[src/rtl/rx_err_status.sv]
module rx_err_status #(
  parameter int LEN_W         = 11,
  parameter int SHORT_MAX     = 60,
  parameter int SHORT_MAX_ACC = 6,
  parameter logic [15:0] RMT_CODE = 16'h0900
) (
  input  logic             clk,
  input  logic             rst_n,
  input  logic             frm_start,
  input  logic             frm_end,
  input  logic [LEN_W-1:0] frm_len,
  input  logic             crc_ok,
  input  logic [2:0]       bit_rem,
  input  logic [1:0]       dst_class,
  input  logic [15:0]      len_type,
  input  logic             own_tx_coll,
  input  logic             loopback,
  input  logic [LEN_W-1:0] buf_free,
  input  logic             rmt_det_en,
  input  logic             short_acc_en,
  input  logic             st_wr,
  input  logic             mask_wr,
  input  logic [7:0]       host_wdata,
  output logic [7:0]       status,
  output logic [7:0]       irq_mask,
  output logic             irq
);
  localparam logic [1:0] CLS_OWN = 2'b01;
  localparam logic [LEN_W-1:0] LIM_N = LEN_W'(SHORT_MAX);
  localparam logic [LEN_W-1:0] LIM_A = LEN_W'(SHORT_MAX_ACC);

  logic [4:0] flg_q, msk_q, set_v, clr_v;
  logic [LEN_W-1:0] short_lim;

  assign short_lim = short_acc_en ? LIM_A : LIM_N;

  assign set_v[4] = rmt_det_en && !short_acc_en && dst_class == CLS_OWN && len_type == RMT_CODE;
  assign set_v[3] = frm_len <= short_lim && !own_tx_coll;
  assign set_v[2] = !crc_ok && bit_rem != 3'd0;
  assign set_v[1] = !crc_ok && !own_tx_coll;
  assign set_v[0] = frm_len > buf_free && !loopback;

  assign clr_v = (st_wr ? host_wdata[4:0] : 5'd0) | {5{frm_start}};

  always_ff @(posedge clk) begin
    if (!rst_n) begin
      flg_q <= '0;
      msk_q <= '0;
    end else begin
      flg_q <= (flg_q & ~clr_v) | (frm_end ? set_v : 5'd0);
      if (mask_wr) msk_q <= host_wdata[4:0];
    end
  end

  assign status   = {3'b000, flg_q};
  assign irq_mask = {3'b000, msk_q};
  assign irq      = |(flg_q & msk_q);


  rmt_class_chk: assert property (@(posedge clk) disable iff (!rst_n)
    $rose(flg_q[4]) |-> $past(frm_end && dst_class == CLS_OWN && !short_acc_en));

  align_crc_chk: assert property (@(posedge clk) disable iff (!rst_n)
    $rose(flg_q[2]) |-> $past(frm_end && !crc_ok && bit_rem != 3'd0));

  ovf_loop_chk: assert property (@(posedge clk) disable iff (!rst_n)
    $rose(flg_q[0]) |-> $past(frm_end && !loopback));

  coll_supp_chk: assert property (@(posedge clk) disable iff (!rst_n)
    $rose(flg_q[1]) |-> $past(!own_tx_coll));

  w1c_crc_chk: assert property (@(posedge clk) disable iff (!rst_n)
    (st_wr && host_wdata[1] && !frm_end) |=> !status[1]);

  start_clr_chk: assert property (@(posedge clk) disable iff (!rst_n)
    (frm_start && !frm_end) |=> status[4:0] == 5'd0);

  irq_masked_chk: assert property (@(posedge clk) disable iff (!rst_n)
    irq |-> (irq_mask[4:0] != 5'd0 && status[4:0] != 5'd0));
endmodule

[config.mk]
export PLATFORM = sky130hd
export DESIGN_NAME = rx_err_status
export DESIGN_NICKNAME = d
export VERILOG_FILES = /design/src/rtl/rx_err_status.sv
export SDC_FILE = /design/constraint.sdc
export NUM_CORES = 1
export LEC_CHECK = 0
export BUFFER_PORTS_ARGS = -buffer_cell sky130_fd_sc_hd__clkbuf_2
export CAP_MARGIN = 15
export CORE_MARGIN = 2
export CORE_UTILIZATION = 25
export CTS_BUF_LIST = sky130_fd_sc_hd__clkbuf_8
export CTS_CLUSTER_DIAMETER = 80
export CTS_CLUSTER_SIZE = 16
export DETAILED_ROUTE_END_ITERATION = 7
export PLACE_DENSITY = 0.52
export SLEW_MARGIN = 40
export SYNTH_ARGS = -nofsm -noshare
export SYNTH_HDL_FRONTEND = slang
export SYNTH_SLANG_ARGS = --single-unit
[constraint.sdc]
create_clock -name clk -period 1.7 [get_ports clk]
set_input_delay 0.085 -clock clk [delete_from_list [all_inputs] [get_ports clk]]
set_output_delay 0.085 -clock clk [all_outputs]
set_load 0.005 [all_outputs]
# After elaboration in Yosys (flattened, before gate mapping)
# Cells that the tools add are included.
[totals]
ff_bits = 10
inputBits = 62
output_inout_bits = 17
word_cells = 27
[op_classes]
order_cmp = 2
eq_ne = 2
muxes = 3
bitwise_logic = 5
reduce_logical = 13
[op_table]
columns = ["operator", "n"]
rows = [
  ["16-bit by 12-bit == test with 1-bit output, second input constant", 1],
  ["11-bit > comparator", 1],
  ["11-bit by 6-bit less-or-equal comparator with 1-bit output", 1],
  ["5-bit AND", 2],
  ["5-bit 2-to-1 mux", 2],
  ["5-bit OR", 2],
  ["1-bit logical AND", 7],
  ["6-bit 2-to-1 mux", 1],
  ["5-bit NOT", 1],
  ["5-bit OR reduction", 1],
  ["1-bit logical NOT", 4],
  ["3-bit nonzero test", 1],
  ["2-bit by 1-bit == test with 1-bit output, second input constant", 1],
]

# Longest topological paths before layout
# Gate-level depths: netlist of run 1.
[logic_depth]
word_depth = 6
mapped_depth = 6
depth_no_buf = 6

# Worst setup path after synthesis of run 1
# OpenSTA, ideal clock, no wires.
[synth_path]
path_kind = "input-to-reg"
startpoint = "input port buf_free[8]"
endpoint = "register flg_q[0]"
setup_ns = 0.128
arrival_ns = 1.092
setup_slack_ns = 0.480
stages = 6
path_buffers = 0
cell_sequence = "inv_1 > ha_1 > a211oi_1 > nor2_1 > a2111oi_0 > o41ai_1"
[synth_via]
elab_chain_cells = 4
[synth_lines]
columns = ["item", "line", "text"]
rows = [
  ["from (decl)", "18", "input logic [LEN_W-1:0] buf_free,"],
  ["11-bit > comparator", "41", "assign set_v[0] = frm_len > buf_free && !loopback;"],
  ["1-bit logical AND", "41", ""],
  ["5-bit 2-to-1 mux", "50", "flg_q <= (flg_q & ~clr_v) | (frm_end ? set_v : 5'd0);"],
  ["5-bit OR", "50", ""],
  ["to (signal assigned)", "50", ""],
  ["to (decl)", "32", "logic [4:0] flg_q, msk_q, set_v, clr_v;"],
]
# No other way between the ends.
# A chain may end at the register's enable or synchronous reset.

# Worst setup path in the final report of run 1
[layout_path]
startpoint = "register flg_q[4]"
endpoint = "output port irq"
[layout_via]
elab_chain_cells = 2
[layout_lines]
columns = ["item", "line", "text"]
rows = [
  ["5-bit AND", "57", "assign irq = |(flg_q & msk_q);"],
  ["5-bit OR reduction", "57", ""],
  ["to (decl)", "26", "output logic irq"],
]
# No other way between the ends.

==> results by stage, run 1 <==
Status:
- The flow ran to the end, and the final reports show no timing, DRC or antenna violations.

Finish:
- The layout has slightly below 400 filler cells.
- The number of antenna cells inserted is 0.
- The final design instance area without fill is about 1400 um^2.
- In the final layout, the share of cells above drive strength 1 is 0.422.
- Compared with the post-synthesis result, the final layout area differs by 45.3%.
- The final-stage net count is approximately 260.

Global routing:
- The first global-routing pass estimated 4080 um of wire.
- After global routing the overflow that remains totals 0.
- The largest net degree at the start of global routing is 11.
- The via count of the first global-routing pass was 995.
- The number of antenna violations at the first check in global routing is 0.
- Across every metal layer, demand over resource in global routing totals 0.123.

Timing:
- Setup repair after global routing left no endpoint under its margin.
- Dividing the final minimum period by the clock period gives 0.709.
- The number of pins with negative max-slew slack in the final report came to 0.
- The smallest clock period supported by the final layout is computed as roughly 1200 ps.
- Between clock sinks in the finished design, the worst skew comes to 0 ps.
- In the post-route analysis, the smallest setup slack over all paths is around 490 ps.
- The total negative setup slack is 0 ps.
- The number of endpoints with negative hold slack in the final report came to 0.
- Setup violations remaining at the end of the flow were counted as 0.
- The hold slack is slightly below 50 ps.
- Derived from the worst setup path, the maximum achievable clock frequency is 830 MHz.

Run:
- Max-cap violations in this run came to 0.

Detailed routing:
- The via-per-instance ratio is between 4 and 5.
- Dividing the detail-routed wire length by the instance count gives between 10 and 15 um.
- The total wirelength of the detailed-routed design is about 2700 um.
- The count of nets left with antenna violations once routing finished came out at 0.
- The detailed router placed approximately 1000 vias in this run.
- The total iterations of the first detailed-routing run is 4.
- The final routed DRC violation total is 0.
- After the first detailed-routing iteration, the DRC count stood at 17.

Yosys:
- Synthesis produced 110 cells.
- The most used flip-flop cell after synthesis is sky130_fd_sc_hd__dfxtp_1.
- The sequential share of the synthesized area is 0.213.
- The mapped cell area is roughly 940 um^2.
- A synthesized cell averages between 8 and 9 um^2.
- Yosys mapped a number of flops with a built-in enable equal to 0.
- The warning count from the yosys run is 0.
- The distinct cell type count after synthesis is 36.
- The synthesis-stage register bit count is 10.
- The async set-reset flop share out of synthesis is 0.

Clock network:
- The hold-fix buffer count after cts is 0.
- The CTS tree is done.
- The clock edge transition at the registers on the reported setup and hold paths is around 50 ps.
- The clock passes through at most 2 buffers.
- The source-to-sink clock delay at the later pin of the worst-skew pair is roughly 240 ps.
- The quantity of gates resized following cts is 0.
- The H-tree depth is 1.
- TritonCTS created 3 clock buffers.
- The number of buffers added for setup after CTS is 0.
- The total number of clock tree sinks is 10.
- CTS placed an instance of sky130_fd_sc_hd__clkbuf_8 at the clock tree root.

Critical path:
- The kind of end point of the critical path is an output pin.
- The stage delay of the slowest cell on the critical path is roughly 340 ps.
- The reg-to-reg startpoint is flg_q[4].
- At the worst endpoint, the arrival time is approximately 1100 ps.
- For the worst flop-to-flop path, the logic depth is 3.
- The critical path endpoint is irq.
- In this run the worst setup path begins at flg_q[4].
- STA classifies the critical path startpoint as a flop.
- The internal reg-to-reg setup slack is approximately 890 ps.
- By startpoint and endpoint, the worst setup path is classified as reg2out.
- The biggest fanout along the worst timing path is 3.
- Traced cell by cell, the critical path runs through a222oi_1 -> nand2_1 -> clkbuf_2.
- The data required time of the worst path is 1620 ps.
- The worst-path cell with the longest stage delay is sky130_fd_sc_hd__a222oi_1.
- In this run the critical register-to-register path is captured at flg_q[4].

Floorplan:
- The vertical die dimension is 65.3 um.
- The die area is about 4300 um^2.
- The die is around 65 um wide.
- In this run the standard cell core region covers between 3000 and 4000 um^2.
- Pin placement for this block handled ~80 I/O pins.
- The effective utilization at floorplan is 0.259.
- Row generation in the floorplan step produced 22 rows.

Placed design:
- The pre-CTS setup slack is 278 ps.
- Detailed placement finished with a half-perimeter wire length of roughly 2400 um.
- The placed cell area is around 1300 um^2.
- In this run the tool buffered the top-level ports with a little under 70 buffer cells.
- The congestion estimate from routability-driven global placement came to roughly 0.75.

Pwr:
- The largest voltage drop on the vdd net is approximately 0.39 mV.
- The leakage power summed over all cells is 0.745 nW.
- The sum of internal, switching and leakage power is between 700 and 800 uW.
- Power spread over the standard cell area amounts to between 500 and 600 nW/um^2.

Worst hold path:
- The type of the tightest min-delay check is in2reg.
power breakdown:
group | internal [mW] | switching [mW]
sequential | 0.245 | 0.00868
clock | 0.204 | 0.0997
combinational | 0.107 | 0.0937
total | 0.556 | 0.202
cells in the mapped netlist (2+ instances only):
cell type                  number  area [um^2]
sky130_fd_sc_hd__inv_1         16         60.1
sky130_fd_sc_hd__ha_1          15          188
sky130_fd_sc_hd__dfxtp_1       10          200
sky130_fd_sc_hd__buf_4          6         45.0
sky130_fd_sc_hd__nand2_1        6         22.5
sky130_fd_sc_hd__nor2b_1        6         37.5
sky130_fd_sc_hd__mux2i_1        5         50.1
sky130_fd_sc_hd__a211oi_1       4         30.0
sky130_fd_sc_hd__nand4_1        4         25.0
sky130_fd_sc_hd__o21a_1         4         30.0
sky130_fd_sc_hd__a21oi_1        3         15.0
sky130_fd_sc_hd__nand3_1        3         15.0
sky130_fd_sc_hd__nand3b_1       2         15.0
sky130_fd_sc_hd__nor3_1         2         10.0
sky130_fd_sc_hd__nor4_1         2         12.5
sky130_fd_sc_hd__o21ai_0        2         10.0
cell families (layout without fill, tap and decap cells):
logic type,after synthesis,after routing,share of synthesized area
AO/OA/AOI/OAI,20,20,0.158
adder cells (fa/ha/maj),15,15,0.200
buffers and inverters,24,89,0.121
flip-flops,10,10,0.213
multiplexers,5,5,0.0533
other,1,6,0.00399
AND/OR/NAND/NOR,35,35,0.250
worst min-delay path by stage:
stage              from        to  cells past startpoint
3_3_place_gp   loopback  flg_q[0]                      2
3_5_place_dp   loopback  flg_q[0]                      2
6_report       loopback  flg_q[0]                      2
4_1_cts        loopback  flg_q[0]                      2
5_1_grt        loopback  flg_q[0]                      2
2_1_floorplan  loopback  flg_q[0]                      1
cell type report:
class | instances | area, um^2 | area share
multi-input combinational | 81 | 644 | 0.472
tap | 48 | 60.1 | 0.0440
sequential | 10 | 200 | 0.147
inverter | 16 | 60.1 | 0.0440
timing repair buffer | 69 | 345 | 0.253
clock buffer | 4 | 55.1 | 0.0403
sequential cells by signal, summed over array words and instances, names as in the netlist:
register and cells:
flg_q 5, msk_q 5
layer usage:
metal | wire length (um) | global-route usage
met4 | 43 | 0.0547
met1 | 1100 | 0.143
met2 | 1330 | 0.209
met3 | 232 | 0.0360
met5 | 0 | 0
through the flow:
stage | util | cells
6_report | 0.376 | 228
5_1_grt | 0.376 | 228
4_1_cts | 0.376 | 228
3_5_place_dp | 0.361 | 224
3_3_place_gp | 0.361 | 224
2_1_floorplan | - | 115
cell usage in the layout (no fill, tap or decap), drive strengths merged, types with 2 or more instances in the layout:
cell type  instances
clkbuf            73
inv               16
ha                15
dfxtp             10
nand2              6
nor2b              6
conb               6
mux2i              5
o21a               4
nand4              4
a211oi             4
nand3              3
a21oi              3
nor4               3
nand3b             2
o21ai              2
nor3               2
critical path: cells and delay by family, from the launching register on:
kind | cells | cell delay (ps)
AOI/OAI and AO/OA | 1 | 340
buffers and inverters | 1 | 120
DFF | 1 | 330
and+or+nand+nor | 1 | 90
Power figures use the tool's default switching activity.
==> inputs of run 2 (changes only) <==
Clock period 1.7 ns to 1.25 ns, I/O delays scaled along.
==> results by stage, run 2 (synthesis results as in run 1) <==
Worst hold path:
- The capture endpoint of the worst hold path is flg_q[0].
- The tightest min-delay check is of the in2reg type.
- The hold path startpoint is loopback.
- The number of cells on the worst hold path is 2 (unchanged).

Clock network:
- TritonCTS built the clock tree.
- The number of clock buffers inserted by TritonCTS is 3 (unchanged).
- The clock edge transition at the registers on the reported setup and hold paths is 50 ps (about the same).
- The source-to-sink clock delay at the later pin of the worst-skew pair is 240 ps (about the same).
- The H-tree depth was 1 (unchanged).
- The cell sitting at the root of the clock tree is a sky130_fd_sc_hd__clkbuf_8.
- The maximum root-to-sink buffer count is 2 (unchanged).
- The total number of clock tree sinks was 10 (unchanged).

Pwr:
- The power density relative to cell area is 725 nW/um^2 (+31%).
- The leakage power summed over all cells is 0.784 nW (+5.2%).
- The internal power is 786 uW (+41%).
- The share of power burned in the clock network is 0.387 (-0.014).
- The net load switching power is 293 uW (+45%).
- The fraction of power spent switching nets was 0.272 (+0.00541).
- The largest voltage drop on the vdd net came to 0.689 mV (+75%).
- The power share of the sequential group came to 0.320 (-0.015).
- The combinational cell fraction of total power was 0.293 (+0.029).

Status:
- The run finished with clean final reports.

Critical path:
- The data required time of the worst path is 1190 ps (-430 ps).
- The worst-path cell with the longest stage delay is sky130_fd_sc_hd__a222oi_1.
- The buffer and inverter count on the worst path is 1 (unchanged).
- Walking the worst path, the cells encountered are a222oi_1 -> nand2_1 -> clkbuf_2.
- The critical path is of the reg2out type.
- The capture instance of the worst register-to-register path is flg_q[4].
- The critical path data arrival time is 1150 ps (+30 ps).
- The length in cells of the worst reg-to-reg path is 3 (unchanged).
- The internal reg-to-reg setup slack is 430 ps (-460 ps).
- The stage delay of the slowest cell on the critical path is 360 ps (+20 ps).
- The worst setup path is launched from a flop.
- The worst setup path is captured at an output pin.
- The biggest fanout along the worst timing path is 3 (unchanged).
- The launch point of the critical path is msk_q[4].
- The worst register-to-register path begins at flg_q[4].
- Among cell families on the critical path, the largest total delay comes from compound AO/OA/AOI/OAI gates.

Finish:
- The final-stage net count was 266 (+3.1%).
- The count of placed standard cells in the final layout, fillers left out came to 236 (+3.5%).
- The area growth from synthesis to layout is 58.3%.
- The largest registers in the layout are flg_q: 5 flops, msk_q: 5 flops.
- The leading cell type in the layout, fill and taps excluded is sky130_fd_sc_hd__clkbuf_2.
- The fraction of layout instances using a drive strength above 1 is 0.489 (+0.0671).
- The final design instance area without fill is 1490 um^2 (+9.0%).
- In the layout the commonest cells are 69 x sky130_fd_sc_hd__clkbuf_2, 15 x sky130_fd_sc_hd__inv_1, 11 x sky130_fd_sc_hd__ha_1, 9 x sky130_fd_sc_hd__dfxtp_1, 8 x sky130_fd_sc_hd__buf_4.
- The number of antenna cells inserted came to 0 (unchanged).

Global routing:
- The largest net degree at the start of global routing is 11 (unchanged).
- The via count of the first global-routing pass was 1084 (+8.9%).
- The sum of overflow across all layers after global routing was 0 (unchanged).
- The first-pass GRT wire length is 4400 um (+7.6%).
- The overall global routing resource usage was 0.130 (+0.00727).
- The number of antenna violations at the first check in global routing was 0 (unchanged).

Detailed routing:
- The post-route antenna net violation count is 0 (unchanged).
- The starting DRC count in detailed routing came to 20 (+3).
- The total iterations of the first detailed-routing run is 4 (unchanged).
- The per-cell routed wire length is 11.9 um (+0.19%).
- The total wirelength of the detailed-routed design is 2800 um (+3.7%).
- The final routed DRC violation total is 0 (unchanged).
- The via-per-instance ratio is 4.53 (-0.70%).
- The vias after detailed routing is 1070 (+2.8%).

Timing:
- The number of pins with negative max-slew slack in the final report is 0 (unchanged).
- The final count of negative-setup-slack endpoints is 0 (unchanged).
- Based on the critical path, the design can be clocked at up to 825 MHz.
- The total negative setup slack came to 0 ps (unchanged).
- The post-route worst setup slack came to 37.8 ps (-457 ps).
- The final clock skew is 0 ps (unchanged).
- The number of endpoints with negative hold slack in the final report is 0 (unchanged).
- Subtracting the final worst setup slack from the clock period gives 1210 ps.
- The share of the clock period used by the worst path is 0.970.
- Setup repair after global routing could not meet its margin everywhere.

Placed design:
- The count of buffers from port buffering came to 69 (unchanged).
- The last weighted congestion value of the routability-driven placer is 0.765 (+2.1%).
- The placed cell count is 230 (+2.7%).
- The pre-CTS setup slack is -122 ps (-400 ps).
- The placed cell area came to 1360 um^2 (+3.4%).
- The post-DP HPWL is 2400 um (+0.86%).

Floorplan:
- The vertical die dimension was 65.3 um (unchanged).
- The number of placed I/O pins was 79 (unchanged).
- The cell row count is 22 (unchanged).
- The effective utilization at floorplan is 0.259 (unchanged).
- The die area was 4260 um^2 (unchanged).
- The die boundary width was 65.3 um (unchanged).
- The core box area is 3630 um^2 (unchanged).

Run:
- The number of max-cap violations is 0 (unchanged).
## run 2: timing repair
| action | 4_1_cts | 5_1_grt |
|---|---|---|
| resized for setup | 0 | 9 |
| setup endpoints to repair | 0 | 2 |
| hold endpoints to repair | 0 | 0 |
| hold buffers | 0 | 0 |
| setup buffers | 0 | 2 |
## run 2: how the worst max path moves through the flow
| stage | endpoint | depth (start not counted) |
|---|---|---|
| after global routing | irq | 3 |
| after detailed placement | flg_q[0] | 6 |
| after floorplan | flg_q[0] | 6 |
| final | irq | 3 |
| after global placement | flg_q[0] | 6 |
| after CTS | irq | 3 |
## run 2: per-stage QoR
| step | utilization | power, mW | hold WS [ps] |
|---|---|---|---|
| after CTS | 0.388 | 1.06 | 26.0 |
| after global placement | 0.373 | 0.630 | 271 |
| after global routing | 0.409 | 1.14 | 43.0 |
| after detailed placement | 0.373 | 0.638 | 280 |
| final | 0.409 | 1.08 | 23.4 |
| after floorplan | - | 0.490 | 168 |
## run 2: layout make-up
type                       count  area, um^2
clock buffer                   4        55.1
fill                         405        2150
inverter                      16        60.1
multi-input combinational     81         706
sequential                    10         201
tap                           48        60.1
timing repair buffer          77         405
## run 2: layer usage
| layer | GRT usage | wire (um) | up-vias |
|---|---|---|---|
| li1 | - | - | 547 |
| met1 | 0.154 | 1170 | 483 |
| met2 | 0.227 | 1410 | 36 |
| met3 | 0.0428 | 198 | 4 |
| met4 | 0.0313 | 28 | 0 |
| met5 | 0 | 0 | - |
## run 2: power by group through the flow
stage	sequential (mW)	combinational, mW	clock [mW]
floorplan	0.350	0.140	0
global placement	0.351	0.279	0
detailed placement	0.351	0.287	0
CTS	0.345	0.288	0.428
global route	0.347	0.357	0.440
finish	0.345	0.316	0.418
==> inputs of run 3 (changes only) <==
Settings changed: CORE_UTILIZATION 25 to 35, PLACE_DENSITY 0.52 to 0.7, REMOVE_ABC_BUFFERS from default to 1.
==> results by stage, run 3 (synthesis results as in run 1) <==
Clock network:
- The clock edge transition at the registers on the reported setup and hold paths is 50 ps (about the same).
- The maximum root-to-sink buffer count is 2 (unchanged).
- TritonCTS built the clock tree.
- The buffer type at the clock tree root is sky130_fd_sc_hd__clkbuf_8.
- The total number of clock tree sinks is 10 (unchanged).
- The H-tree depth came to 1 (unchanged).
- The source-to-sink clock delay at the later pin of the worst-skew pair came to 230 ps (about the same).
- The hold-fix buffer count after cts was 0 (unchanged).
- The number of clock buffers inserted by TritonCTS is 3 (unchanged).

Finish:
- The multi-input logic area was 656 um^2 (-7.1%).
- The number of antenna cells inserted is 0 (unchanged).
- The layout overhead on the synthesized area is 49.7%.
- The final core area utilization is 0.563 (+0.153).
- In the layout the commonest cells are 69 x sky130_fd_sc_hd__clkbuf_2, 16 x sky130_fd_sc_hd__inv_1, 15 x sky130_fd_sc_hd__ha_1, 10 x sky130_fd_sc_hd__dfxtp_1, 7 x sky130_fd_sc_hd__buf_4.
- The layout filler cell count is 234 (-42%).
- The largest registers in the layout are flg_q: 5 flops, msk_q: 5 flops.
- The area taken by flip-flops and latches is 200 um^2 (-0.62%).
- The fraction of layout instances using a drive strength above 1 is 0.455 (-0.0348).
- The final-stage net count was 265 (-0.38%).
- The final design instance area without fill is 1410 um^2 (-5.5%).
- The leading cell type in the layout, fill and taps excluded is sky130_fd_sc_hd__clkbuf_2.
- The count of placed standard cells in the final layout, fillers left out is 217 (-8.1%).

Global routing:
- The number of antenna violations at the first check in global routing is 0 (unchanged).
- The largest net degree at the start of global routing is 11 (unchanged).
- The via count of the first global-routing pass is 1109 (+2.3%).
- The first-pass GRT wire length is 4330 um (-1.6%).
- The overall global routing resource usage is 0.169 (+0.0389).
- The sum of overflow across all layers after global routing is 0 (unchanged).

Critical path:
- The worst setup path is of the reg2out kind.
- The biggest fanout along the worst timing path is 3 (unchanged).
- The critical path data arrival time is 1110 ps (-40 ps).
- The buffer and inverter count on the worst path was 1 (unchanged).
- The length in cells of the worst reg-to-reg path came to 3 (unchanged).
- The worst setup path is launched from a flop.
- The kind of end point of the critical path is an output pin.
- The data required time of the worst path is 1190 ps (about the same).
- The cell count along the critical path is 3 (unchanged).
- The worst-path cell with the longest stage delay is sky130_fd_sc_hd__a222oi_1.
- The critical path's top delay family is compound AO/OA/AOI/OAI gates.
- Traced cell by cell, the critical path runs through a222oi_1 -> nand2_1 -> clkbuf_2.
- The stage delay of the slowest cell on the critical path was 340 ps (-20 ps).

Placed design:
- The last weighted congestion value of the routability-driven placer is 0.811 (+6.1%).
- The placed cell count was 213 (-7.4%).
- The post-DP HPWL is 2390 um (-0.63%).
- The count of buffers from port buffering is 69 (unchanged).
- The placed cell area is 1340 um^2 (-1.1%).

Floorplan:
- The vertical die dimension is 55.8 um (-15%).
- The die area came to 3120 um^2 (-27%).
- The effective utilization at floorplan is 0.376 (+0.117).
- The number of placed I/O pins came to 79 (unchanged).
- The die boundary width is 55.8 um (-15%).
- The cell row count is 18 (-18%).
- The core box area is 2500 um^2 (-31%).

Pwr:
- The net load switching power is 270 uW (-7.9%).
- The largest voltage drop on the vdd net is 0.695 mV (+0.83%).
- The share of power burned in the clock network is 0.386 (about the same).
- The sum of internal, switching and leakage power is 1.04 mW (-3.4%).
- The internal power is 772 uW (-1.7%).
- The power share of the sequential group is 0.330 (+0.010).
- The leakage power summed over all cells is 0.780 nW (-0.53%).
- The fraction of power spent switching nets was 0.259 (-0.0126).
- The combinational cell fraction of total power is 0.284 (-0.009).
- The power density relative to cell area came to 741 nW/um^2 (+2.2%).

Timing:
- The number of endpoints with negative hold slack in the final report is 0 (unchanged).
- The clock period minus worst slack is 1170 ps (-39.4 ps).
- The share of the clock period used by the worst path came to 0.938 (-0.0315).
- The final count of negative-setup-slack endpoints is 0 (unchanged).
- The number of pins with negative max-slew slack in the final report came to 0 (unchanged).
- Setup repair after global routing could not meet its margin everywhere.
- The final clock skew is 0 ps (unchanged).
- The total negative setup slack was 0 ps (unchanged).
- The maximum operating frequency is 853 MHz (+3.4%).

Run:
- The number of max-cap violations is 0 (unchanged).

Detailed routing:
- The post-route antenna net violation count is 0 (unchanged).
- The total wirelength of the detailed-routed design is 2600 um (-7.3%).
- The vias after detailed routing is 1063 (-0.65%).
- The per-cell routed wire length is 12.0 um (+0.79%).
- The via-per-instance ratio was 4.90 (+8.0%).
- The final routed DRC violation total came to 0 (unchanged).
- The total iterations of the first detailed-routing run is 4 (unchanged).
- The starting DRC count in detailed routing is 15 (-25%).

Worst hold path:
- The type of the tightest min-delay check is in2reg.
- The number of cells on the worst hold path came to 2 (unchanged).

Status:
- The run finished with clean final reports.
==> run 3: final timing paths <==
path,start,slack [ps],to
worst min register to register,flg_q[0],520,flg_q[0]
worst max register to register,flg_q[4],430,flg_q[4]
worst min-delay path,loopback,40,flg_q[0]
worst max-delay path,msk_q[4],80,irq
==> run 3: power groups by stage <==
stage               registers, mW  clock network, mW  logic, mW
finish                      0.344              0.402      0.296
global route                0.345              0.426      0.336
CTS                         0.345              0.406      0.293
detailed placement          0.351                  0      0.291
global placement            0.350                  0      0.276
floorplan                   0.350                  0      0.119
==> run 3: final cells by class <==
cell class	count	area share
Inverter	16	0.0427
Sequential cell	10	0.142
Timing Repair Buffer	76	0.283
Tap cell	30	0.0267
Multi-Input combinational cell	81	0.466
Clock buffer	4	0.0391
==> run 3: per-layer routing <==
layer,wire length (um),track usage,vias up
li1,-,-,543
met1,971,0.169,470
met2,1370,0.328,48
met3,235,0.0349,2
met4,16,0.0816,0
met5,0,0,-
==> run 3: repair_timing <==
action / CTS / global route
setup endpoints to repair: 0 / 2
gates resized for setup: 0 / 3
setup buffers: 0 / 0
==> run 3: worst register-to-register path: stages, from the launching register on <==
cell                       delay [ps]
sky130_fd_sc_hd__dfxtp_1          360
sky130_fd_sc_hd__inv_1             50
sky130_fd_sc_hd__a211oi_1         210
sky130_fd_sc_hd__o21a_1           150
==> run 3: through the flow <==
| stage | worst slack (ps) | hold slack (ps) |
|---|---|---|
| after global routing | -18.5 | 46.5 |
| final | 77.2 | 37.7 |
| after floorplan | 52.5 | 168 |
| after global placement | -117 | 271 |
| after detailed placement | -219 | 285 |
| after CTS | 25.2 | 40.9 |
